**config.mk**
```make
export PLATFORM = sky130hd
export DESIGN_NAME = intx_router
export DESIGN_NICKNAME = d
export VERILOG_FILES = /design/src/rtl/intx_route_pkg.sv /design/src/rtl/intx_swizzle.sv /design/src/rtl/intx_share_ctr.sv /design/src/rtl/intx_irq_table.sv /design/src/rtl/intx_src_state.sv /design/src/rtl/intx_router.sv
export SDC_FILE = /design/constraint.sdc
export NUM_CORES = 1
export LEC_CHECK = 0
export BUFFER_PORTS_ARGS = -buffer_cell sky130_fd_sc_hd__buf_2
export CAP_MARGIN = 25
export CORE_MARGIN = 4
export CORE_UTILIZATION = 35
export DETAILED_ROUTE_END_ITERATION = 10
export HOLD_SLACK_MARGIN = 0.06
export PLACE_DENSITY = 0.62
export SETUP_SLACK_MARGIN = 0.1
export SYNTH_ARGS = -nofsm -noshare
export SYNTH_HDL_FRONTEND = slang
export SYNTH_SLANG_ARGS = --single-unit
```
**constraint.sdc**
```tcl
create_clock -name clk -period 5.1 [get_ports clk]
set_input_delay 0.765 -clock clk [delete_from_list [all_inputs] [get_ports clk]]
set_output_delay 0.765 -clock clk [all_outputs]
set_load 0.01 [all_outputs]
```
**src/rtl/intx_route_pkg.sv**
```systemverilog
package intx_route_pkg;
   localparam int unsigned NUM_LINES = 4;
   localparam int unsigned LINE_W    = 2;

   typedef logic [LINE_W-1:0] line_idx_t;

   typedef enum logic [1:0] {
      SEQ_IDLE   = 2'd0,
      SEQ_FIRST  = 2'd1,
      SEQ_SECOND = 2'd2
   } seq_state_e;
endpackage

```
**src/rtl/intx_swizzle.sv**
```systemverilog
module intx_swizzle
   import intx_route_pkg::*;
#(
   parameter int unsigned DEVFN_W = 8,
   parameter int unsigned PIN_W   = 8,
   parameter int unsigned DEV_LSB = 3
) (
   input  logic [DEVFN_W-1:0] devfn,
   input  logic [PIN_W-1:0]   pin,
   output line_idx_t          line
);
   localparam int unsigned DEV_W = DEVFN_W - DEV_LSB;

   logic [DEV_W-1:0] dev_num;
   line_idx_t        slot;
   logic             unused_bits;

   assign dev_num = devfn[DEVFN_W-1:DEV_LSB];
   // slot is device number minus one, wrapping within the four lines
   assign slot    = dev_num[LINE_W-1:0] - line_idx_t'(1);
   assign line    = pin[LINE_W-1:0] + slot;

   assign unused_bits = ^{devfn[DEV_LSB-1:0], dev_num[DEV_W-1:LINE_W], pin[PIN_W-1:LINE_W]};
endmodule

```
**src/rtl/intx_share_ctr.sv**
```systemverilog
module intx_share_ctr #(
   parameter int unsigned CNT_W = 8
) (
   input  logic clk,
   input  logic rst,
   input  logic inc,
   input  logic dec,
   output logic nonzero,
   output logic blocked
);
   logic [CNT_W-1:0] cnt_q;
   logic             at_max;
   logic             at_zero;

   assign at_max  = &cnt_q;
   assign at_zero = (cnt_q == '0);
   assign nonzero = !at_zero;
   assign blocked = (inc && at_max) || (dec && at_zero);

   always_ff @(posedge clk) begin
      if (rst) begin
         cnt_q <= '0;
      end else if (inc && !at_max) begin
         cnt_q <= cnt_q + CNT_W'(1);
      end else if (dec && !at_zero) begin
         cnt_q <= cnt_q - CNT_W'(1);
      end
   end
endmodule

```
**src/rtl/intx_irq_table.sv**
```systemverilog
module intx_irq_table
   import intx_route_pkg::*;
#(
   parameter int unsigned IRQ_W = 32
) (
   input  logic             clk,
   input  logic             rst,
   input  logic             wr_en,
   input  line_idx_t        wr_idx,
   input  logic [IRQ_W-1:0] wr_data,
   input  line_idx_t        rd_idx,
   output logic [IRQ_W-1:0] rd_data
);
   logic [IRQ_W-1:0] tbl_q [NUM_LINES];

   for (genvar g = 0; g < NUM_LINES; g++) begin : g_entry
      always_ff @(posedge clk) begin
         if (rst) begin
            tbl_q[g] <= '0;
         end else if (wr_en && (wr_idx == line_idx_t'(g))) begin
            tbl_q[g] <= wr_data;
         end
      end
   end

   assign rd_data = tbl_q[rd_idx];
endmodule

```
**src/rtl/intx_src_state.sv**
```systemverilog
module intx_src_state #(
   parameter int unsigned DEVFN_W = 8
) (
   input  logic               clk,
   input  logic               rst,
   input  logic               set_en,
   input  logic [DEVFN_W-1:0] set_idx,
   input  logic               set_val,
   input  logic               clr_en,
   input  logic [DEVFN_W-1:0] clr_idx,
   input  logic [DEVFN_W-1:0] rd_idx,
   output logic               rd_val
);
   localparam int unsigned SRC_N = 1 << DEVFN_W;

   logic [SRC_N-1:0] state_q;

   always_ff @(posedge clk) begin
      if (rst) begin
         state_q <= '0;
      end else begin
         if (set_en) state_q[set_idx] <= set_val;
         if (clr_en) state_q[clr_idx] <= 1'b0;
      end
   end

   assign rd_val = state_q[rd_idx];
endmodule

```
**src/rtl/intx_router.sv**
```systemverilog
module intx_router
   import intx_route_pkg::*;
#(
   parameter int unsigned BUS_W   = 8,
   parameter int unsigned DEVFN_W = 8,
   parameter int unsigned PIN_W   = 8,
   parameter int unsigned IRQ_W   = 32,
   parameter int unsigned CNT_W   = 8
) (
   input  logic                     clk,
   input  logic                     rst,
   input  logic                     cfg_we,
   input  logic [1:0]               cfg_line,
   input  logic [IRQ_W-1:0]         cfg_irq,
   input  logic                     ev_valid,
   output logic                     ev_ready,
   input  logic [BUS_W-1:0]         ev_bus,
   input  logic [DEVFN_W-1:0]       ev_devfn,
   input  logic [PIN_W-1:0]         ev_pin,
   input  logic                     ev_level,
   input  logic                     ev_pulse,
   output logic                     msg_valid,
   input  logic                     msg_ready,
   output logic [IRQ_W-1:0]         msg_irq,
   output logic                     msg_level,
   output logic [BUS_W+DEVFN_W-1:0] msg_rid,
   output logic                     sat_err,
   input  logic [DEVFN_W-1:0]       src_sel,
   output logic                     src_high
);
   localparam int unsigned RID_W = BUS_W + DEVFN_W;

   if (DEVFN_W < 5) begin : g_bad_devfn
      $error("DEVFN_W must leave at least two device number bits");
   end
   if (PIN_W < LINE_W) begin : g_bad_pin
      $error("PIN_W must cover the line index");
   end
   if (CNT_W < 1) begin : g_bad_cnt
      $error("CNT_W must be at least 1");
   end
   if (IRQ_W < 1) begin : g_bad_irq
      $error("IRQ_W must be at least 1");
   end

   seq_state_e         state_q;
   line_idx_t          line_q;
   logic [RID_W-1:0]   rid_q;
   logic [DEVFN_W-1:0] devfn_q;
   logic               pulse_q;
   logic               err_q;

   line_idx_t          line_in;
   logic               assert_in;
   logic               accept;
   logic               first_done;
   logic               pulse_drop;

   logic [NUM_LINES-1:0] inc_v;
   logic [NUM_LINES-1:0] dec_v;
   logic [NUM_LINES-1:0] nz_v;
   logic [NUM_LINES-1:0] blk_v;

   intx_swizzle #(
      .DEVFN_W (DEVFN_W),
      .PIN_W   (PIN_W),
      .DEV_LSB (3)
   ) u_swizzle (
      .devfn (ev_devfn),
      .pin   (ev_pin),
      .line  (line_in)
   );

   assign ev_ready   = (state_q == SEQ_IDLE);
   assign accept     = ev_valid && ev_ready;
   assign assert_in  = ev_level || ev_pulse;
   assign first_done = (state_q == SEQ_FIRST) && msg_ready;
   assign pulse_drop = first_done && pulse_q;

   for (genvar g = 0; g < NUM_LINES; g++) begin : g_line
      assign inc_v[g] = accept && assert_in && (line_in == line_idx_t'(g));
      assign dec_v[g] = (accept && !assert_in && (line_in == line_idx_t'(g)))
                     || (pulse_drop && (line_q == line_idx_t'(g)));

      intx_share_ctr #(
         .CNT_W (CNT_W)
      ) u_ctr (
         .clk     (clk),
         .rst     (rst),
         .inc     (inc_v[g]),
         .dec     (dec_v[g]),
         .nonzero (nz_v[g]),
         .blocked (blk_v[g])
      );
   end

   intx_irq_table #(
      .IRQ_W (IRQ_W)
   ) u_irq_tbl (
      .clk     (clk),
      .rst     (rst),
      .wr_en   (cfg_we),
      .wr_idx  (line_idx_t'(cfg_line)),
      .wr_data (cfg_irq),
      .rd_idx  (line_q),
      .rd_data (msg_irq)
   );

   intx_src_state #(
      .DEVFN_W (DEVFN_W)
   ) u_src (
      .clk     (clk),
      .rst     (rst),
      .set_en  (accept),
      .set_idx (ev_devfn),
      .set_val (assert_in),
      .clr_en  (pulse_drop),
      .clr_idx (devfn_q),
      .rd_idx  (src_sel),
      .rd_val  (src_high)
   );

   always_ff @(posedge clk) begin
      if (rst) begin
         state_q <= SEQ_IDLE;
         line_q  <= '0;
         rid_q   <= '0;
         devfn_q <= '0;
         pulse_q <= 1'b0;
      end else begin
         unique case (state_q)
            SEQ_IDLE: begin
               if (accept) begin
                  state_q <= SEQ_FIRST;
                  line_q  <= line_in;
                  rid_q   <= {ev_bus, ev_devfn};
                  devfn_q <= ev_devfn;
                  pulse_q <= ev_pulse;
               end
            end
            SEQ_FIRST: begin
               if (msg_ready) state_q <= pulse_q ? SEQ_SECOND : SEQ_IDLE;
            end
            SEQ_SECOND: begin
               if (msg_ready) state_q <= SEQ_IDLE;
            end
            default: state_q <= SEQ_IDLE;
         endcase
      end
   end

   always_ff @(posedge clk) begin
      if (rst) err_q <= 1'b0;
      else     err_q <= err_q || (|blk_v);
   end

   assign msg_valid = (state_q != SEQ_IDLE);
   assign msg_level = nz_v[line_q];
   assign msg_rid   = rid_q;
   assign sat_err   = err_q;
endmodule

```
======== Yosys cells after proc, flatten, opt, wreduce, memory -nomap -nowiden ========
Memories as Yosys holds them, arrays and structs flattened. A register that Yosys moved wholly into a read port is not among the register bits.
Cells that the tools add are included.
storage, ports and cells
  flip-flop bits (word level) ............. 318
  memories kept ........................... 1
  input port bits ......................... 73
  output and inout port bits .............. 53
  memory bits (writable) .................. 128
  logic and storage cells ................. 171
operators by class
  add/sub/neg operators ................... 10
  bitwise logic cells ..................... 6
  reduce and logical (&&, ||, !) cells .... 78
  order comparisons ....................... 6
  multiplexer cells ....................... 45
  eq/ne operators ......................... 14
memories
  memory           depth  bits a word  read ports  clocked after Yosys merged registers in  wr ports  line                  text
  u_irq_tbl.tbl_q  4      32           1           1                                        4         intx_irq_table.sv:14  logic [IRQ_W-1:0] tbl_q [NUM_LINES];
operators by type and width
  kind                 count
  $mux 256             3
  $and 256x256->256    1
  $bwmux 256           1
  $not 256->256        1
  $mux 32              4
  $mux 8               8
  $logic_and 1x1->1    39
  $add 8x1->8 const B  4
  $logic_not 8->1      4
  $reduce_and 8->1     4
  $sub 8x1->8 const B  4
  $lt 8x9->1 const B   3
  $mux 1               18
  $demux 1 s8          2
  $ge 8x1->1 const B   2
  $eq 2x2->1 const B   7
  $mux 2               6
  $logic_or 1x1->1     10
  $reduce_bool 2->1    5
  $logic_not 1->1      9
  $bmux 1 s8           1
  $eq 2x1->1 const B   4
  $logic_not 2->1      4
  $pmux 2 s3           1
  other kinds (10)     14

======== Depth between registers and ports, before layout ========
  depth after elaboration ................. 9
  depth in mapped cells ................... 15
  depth with buffers taken out ............ 14

======== Hierarchy ========
From an unflattened synthesis, not the netlist that was laid out.
second synthesis, totals
  cell total of the unflattened synthesis .. 2,355
  area, all modules ....................... 22,922.0 um2
by module, submodules not included
  module          cells each  instances  seq. area each (um2)  area each (um2)
  intx_src_state  1,572       1          5,124.9               13,848.3
  intx_irq_table  358         1          3,843.7               5,552.8
  intx_share_ctr  76          4          160.2                 640.6
  intx_router     116         1          440.4                 910.9
  intx_swizzle    5           1          0.0                   47.5

======== Worst setup path before layout ========
Ideal clock, no wire load.
  path kind ............................... input port to flip-flop
  start ................................... in ev_devfn[3]
  end ..................................... reg g_line[1].u_ctr.cnt_q[7]
  buffers on the path ..................... 1
  path slack .............................. 1.017 ns
  arrival time ............................ 3.962 ns
  stages .................................. 14
  data required time ...................... 4.979 ns
  setup time .............................. 0.121 ns
  cells stage by stage .................... buf_2 > inv_1 > ha_1 > xnor2_1 > xnor2_1 > or4_1 > ha_1 > a21o_1 > a21oi_1 > o21bai_1 > a2111oi_0 > nor3_1 > mux2i_1 > mux2_2
between the ends
  longest elaborated chain between the ends .. 7
  elaborated cells on any way between the ends .. 10
  those cells by class .................... add/sub (2); eq/ne (1); mux (1); reduce/logical (6)
ends and longest elaborated chain
  item                         line                                  text
  start, declared              intx_router.sv:18                     input logic [DEVFN_W-1:0] ev_devfn,
  $sub 2x1->2 (*)              intx_swizzle.sv:20                    assign slot = dev_num[LINE_W-1:0] - line_idx_t'(1);
  $add 2x2->2 (*)              intx_swizzle.sv:21                    assign line = pin[LINE_W-1:0] + slot;
  $eq 2x1->1 (*)               intx_router.sv:81, intx_router.sv:82
  $logic_and 1x1->1            intx_router.sv:82                     assign dec_v[g] = (accept && !assert_in && (line_in == line_idx_t'(g)))
  $logic_or 1x1->1             intx_router.sv:83                     || (pulse_drop && (line_q == line_idx_t'(g)));
  $logic_and 1x1->1            intx_share_ctr.sv:25                  end else if (dec && !at_zero) begin
  $reduce_bool 2->1 (no line)  n/a
  end signal, assigned         intx_share_ctr.sv:24                  cnt_q <= cnt_q + CNT_W'(1);
  end signal, assigned         intx_share_ctr.sv:26                  cnt_q <= cnt_q - CNT_W'(1);
  end, declared                intx_share_ctr.sv:11                  logic [CNT_W-1:0] cnt_q;
Every way passes the cells marked *; elsewhere a longest branch is shown, timed or not.
A chain may end at the register's enable or synchronous reset.

======== Final worst setup path ========
  start ................................... in src_sel[2]
  end ..................................... out src_high
between the ends
  longest elaborated chain between the ends .. 2
ends and longest elaborated chain
  item                          line                  text
  start, declared               intx_router.sv:28     input logic [DEVFN_W-1:0] src_sel,
  $bmux 1 s8                    intx_src_state.sv:27  assign rd_val = state_q[rd_idx];
  $mux 1 (implied by the code)  intx_src_state.sv:27
  end, declared                 intx_router.sv:29     output logic src_high
Every way passes these cells. The select of a mux whose other input is x is not followed.

==> impl_metrics.toml <==
[status]
outcome = "finished clean"

[route]
viasPerCell = 6.32
ant_nets = 0
drcViolationCount = 0
routedWlPerCell_um = 24.2
via_count = 20214
dr.pass1.iters = 6
drt-total-wl_mm = 77.4
drt-initial-drc-count = 2317

[cts]
ctsHoldBuffers = 0
cts_buffers = 48
htreeDepth = 2
clock-root-buffer = "clkbuf_16"
numClockSinks = 440
cts_setup_buffers = 0
cts.repair.resized = 0
insertion_delay_ns = 0.60
cts_tree = "yes"
path_clk_slew_ns = 0.06
clockBufferDepth = 3

[logic_synthesis]
netlist.area_leader.share_pct = 27.5
syn_nets = 2404
ys_seq_area_share_pct = 44.5
yosys_warnings = 0
syn_avg_cell_area_um2 = 9.86
syn_area_um2 = 22700
synthCells = 2301
synth-edff-count = 128
synth_most_common_cell = "dfxtp_1"
ys_async_sr_fraction_pct = 0
synthTopCellsByArea = "dfxtp_1 28%, edfxtp_1 17%, mux4_2 7.5%, a2111oi_0 6.2%, nor4_1 5.0%"
synth_common_cells = "312 x dfxtp_1, 223 x clkbuf_1, 192 x a21oi_1"
ys_seq_elements = 440
yosysTopAreaCell = "dfxtp_1"
synth_ff_type = "dfxtp_1"
synth_cell_types = 56

[global_route]
grt_max_degree = 197
grt.overflow.total = 0
antenna_found_initial = 2
grt_use_total_pct = 21.4
grt_pass1_vias = 19685
grt_pass1_wl_mm = 119

[timing]
period_share_pct = 86.1
fin_worst_skew_ns = 0.0387
clock.fmax_ghz = 0.228
worst_slew_pin_slew_ns = 1.16
fin_tns_setup_ns = 0
setup_viol = 0
slew_headroom_pct = 22.6
timing.final.ws_setup_ns = 0.711
drv_slew = 0
finalHoldViolCount = 0
rsz0062_at_grt = "false"
period_needed_ns = 4.39
hold_ws_ns = 0.412

[setup_path]
critPathRequiredTime_ns = 4.34
endpoint_kind = "primary output"
rr_worst_depth = 12
path_buf_inv = 3
cp_common_cell = "buf_2"
critPathSlowestCell = "or3b_1"
crit_chain = "buf_2 -> buf_4 -> or3b_1 -> o22ai_1 -> nor4_1 -> or4b_1 -> nor3_1 -> o31ai_1 -> o2111ai_1 -> buf_2"
crit_type = "in2out"
crit_fanout = 12
cp.depth = 10
crit_family = "simple AND/OR/NAND/NOR gates"
cp_data_arrival_time_ns = 3.62
slowest_delay_ns = 0.68
start_kind = "input pin"

[floorplanning]
die_area_um2 = 69000
core.rowCount = 93
die_h_um = 263
io_pins = 126
initial_core_util_pct = 35.3
fp.coreArea_um2 = 64300
die-width_um = 263

[final_layout]
layout-drive-gt1-share_pct = 17.4
nNetsFinal = 2411
area_growth_pct = 14.4

[placement]
hpwlAfterDp_mm = 48.0
portBuffers = 119
routabilityCongestion = 0.891
post-place-ws_ns = 0.497

[pwr]
peakVddDrop_uv = 261
leakage_nw = 8.47
p_per_area_nw_per_um2 = 318
power_w = 0.00825

[min_path]
whs_path_depth = 3
min_path_type = "in2reg"

[job]
cap_violations = 0
[worst paths after layout]
check	start	to	slack, ns
min reg2reg	msg_rid[10]	msg_rid[10]	0.45
max reg2reg	state_q[1]	g_line[3].u_ctr.cnt_q[7]	1.41
max	src_sel[2]	src_high	0.71
min	ev_bus[5]	msg_rid[13]	0.41
[worst reg2reg max path: stages, from the launching register on]
cell and delay (ns):
dfxtp_1 0.39, nor3b_4 0.25, nand2_1 0.11, nor4_1 0.56, inv_1 0.30, ha_1 0.34, a21o_1 0.17, a21oi_1 0.22
o21bai_1 0.12, a2111oi_0 0.45, nor3_1 0.14, mux2i_1 0.19, mux2_2 0.34
[registers in the layout, summed over array words and instances, names as in the netlist, named ones only]
| register | flops |
|---|---|
| state_q | 2 |
| u_irq_tbl.tbl_q | 128 |
| sat_err | 1 |
| msg_rid | 16 |
| line_q | 2 |
| g_line.u_ctr.cnt_q | 32 |
| u_src.state_q | 256 |
| pulse_q | 1 |
[cell usage in the layout, fill, tap and decap left out, drive strengths merged, types with 17 or more instances in the layout]
cell	count
nor3	51
a221oi	78
buf	220
nor2	126
o22ai	22
nand3	18
o21ai	106
nand2	96
or3	80
mux2i	89
nor4	181
a2111oi	160
a211oi	25
inv	17
edfxtp	128
xnor2	18
ha	26
clkbuf	66
dfxtp	312
and2	130
a21oi	192
mux4	76
[report_power, final]
part	total, W	switching (W)	internal, W
combinational	0.00102	0.000637	0.000382
sequential	0.00379	0.0000752	0.00371
clock	0.00344	0.00146	0.00198
[layout make-up]
cell class                 count  area (um^2)
antenna                        1         2.50
clock buffer                  65         1330
clock inverter                20          205
fill                        6147        38400
inverter                      16         60.1
multi-input combinational   1581        11700
sequential                   440        10100
tap                          855         1070
timing repair buffer         221         1540
[cells by family after synthesis]
logic type / count (synthesis) / share of synthesized area, %
mux: 169 / 11.7
fa+ha+maj: 30 / 1.79
buf+inv: 280 / 4.92
xor+xnor: 27 / 1.04
compound gates: 617 / 18.4
flops: 440 / 44.5
simple gates: 738 / 17.7
[metal layers]
| metal | part of all wire (%) | routed length (um) | track usage, % |
|---|---|---|---|
| met3 | 8.9 | 6870 | 4.04 |
| met2 | 47 | 36100 | 34.6 |
| met4 | 5.0 | 3880 | 10.3 |
| met5 | 0 | 0 | 0 |
| met1 | 39 | 30500 | 27.5 |
[through the flow]
step | std cells | util (%) | area, um^2
floorplan | 2301 | - | 22700
finish | 3199 | 40.3 | 26000
CTS | 3190 | 40.1 | 25800
global route | 3199 | 40.3 | 26000
global placement | 3097 | 37.5 | 24200
detailed placement | 3105 | 37.7 | 24300
Power figures use the tool's default switching activity.
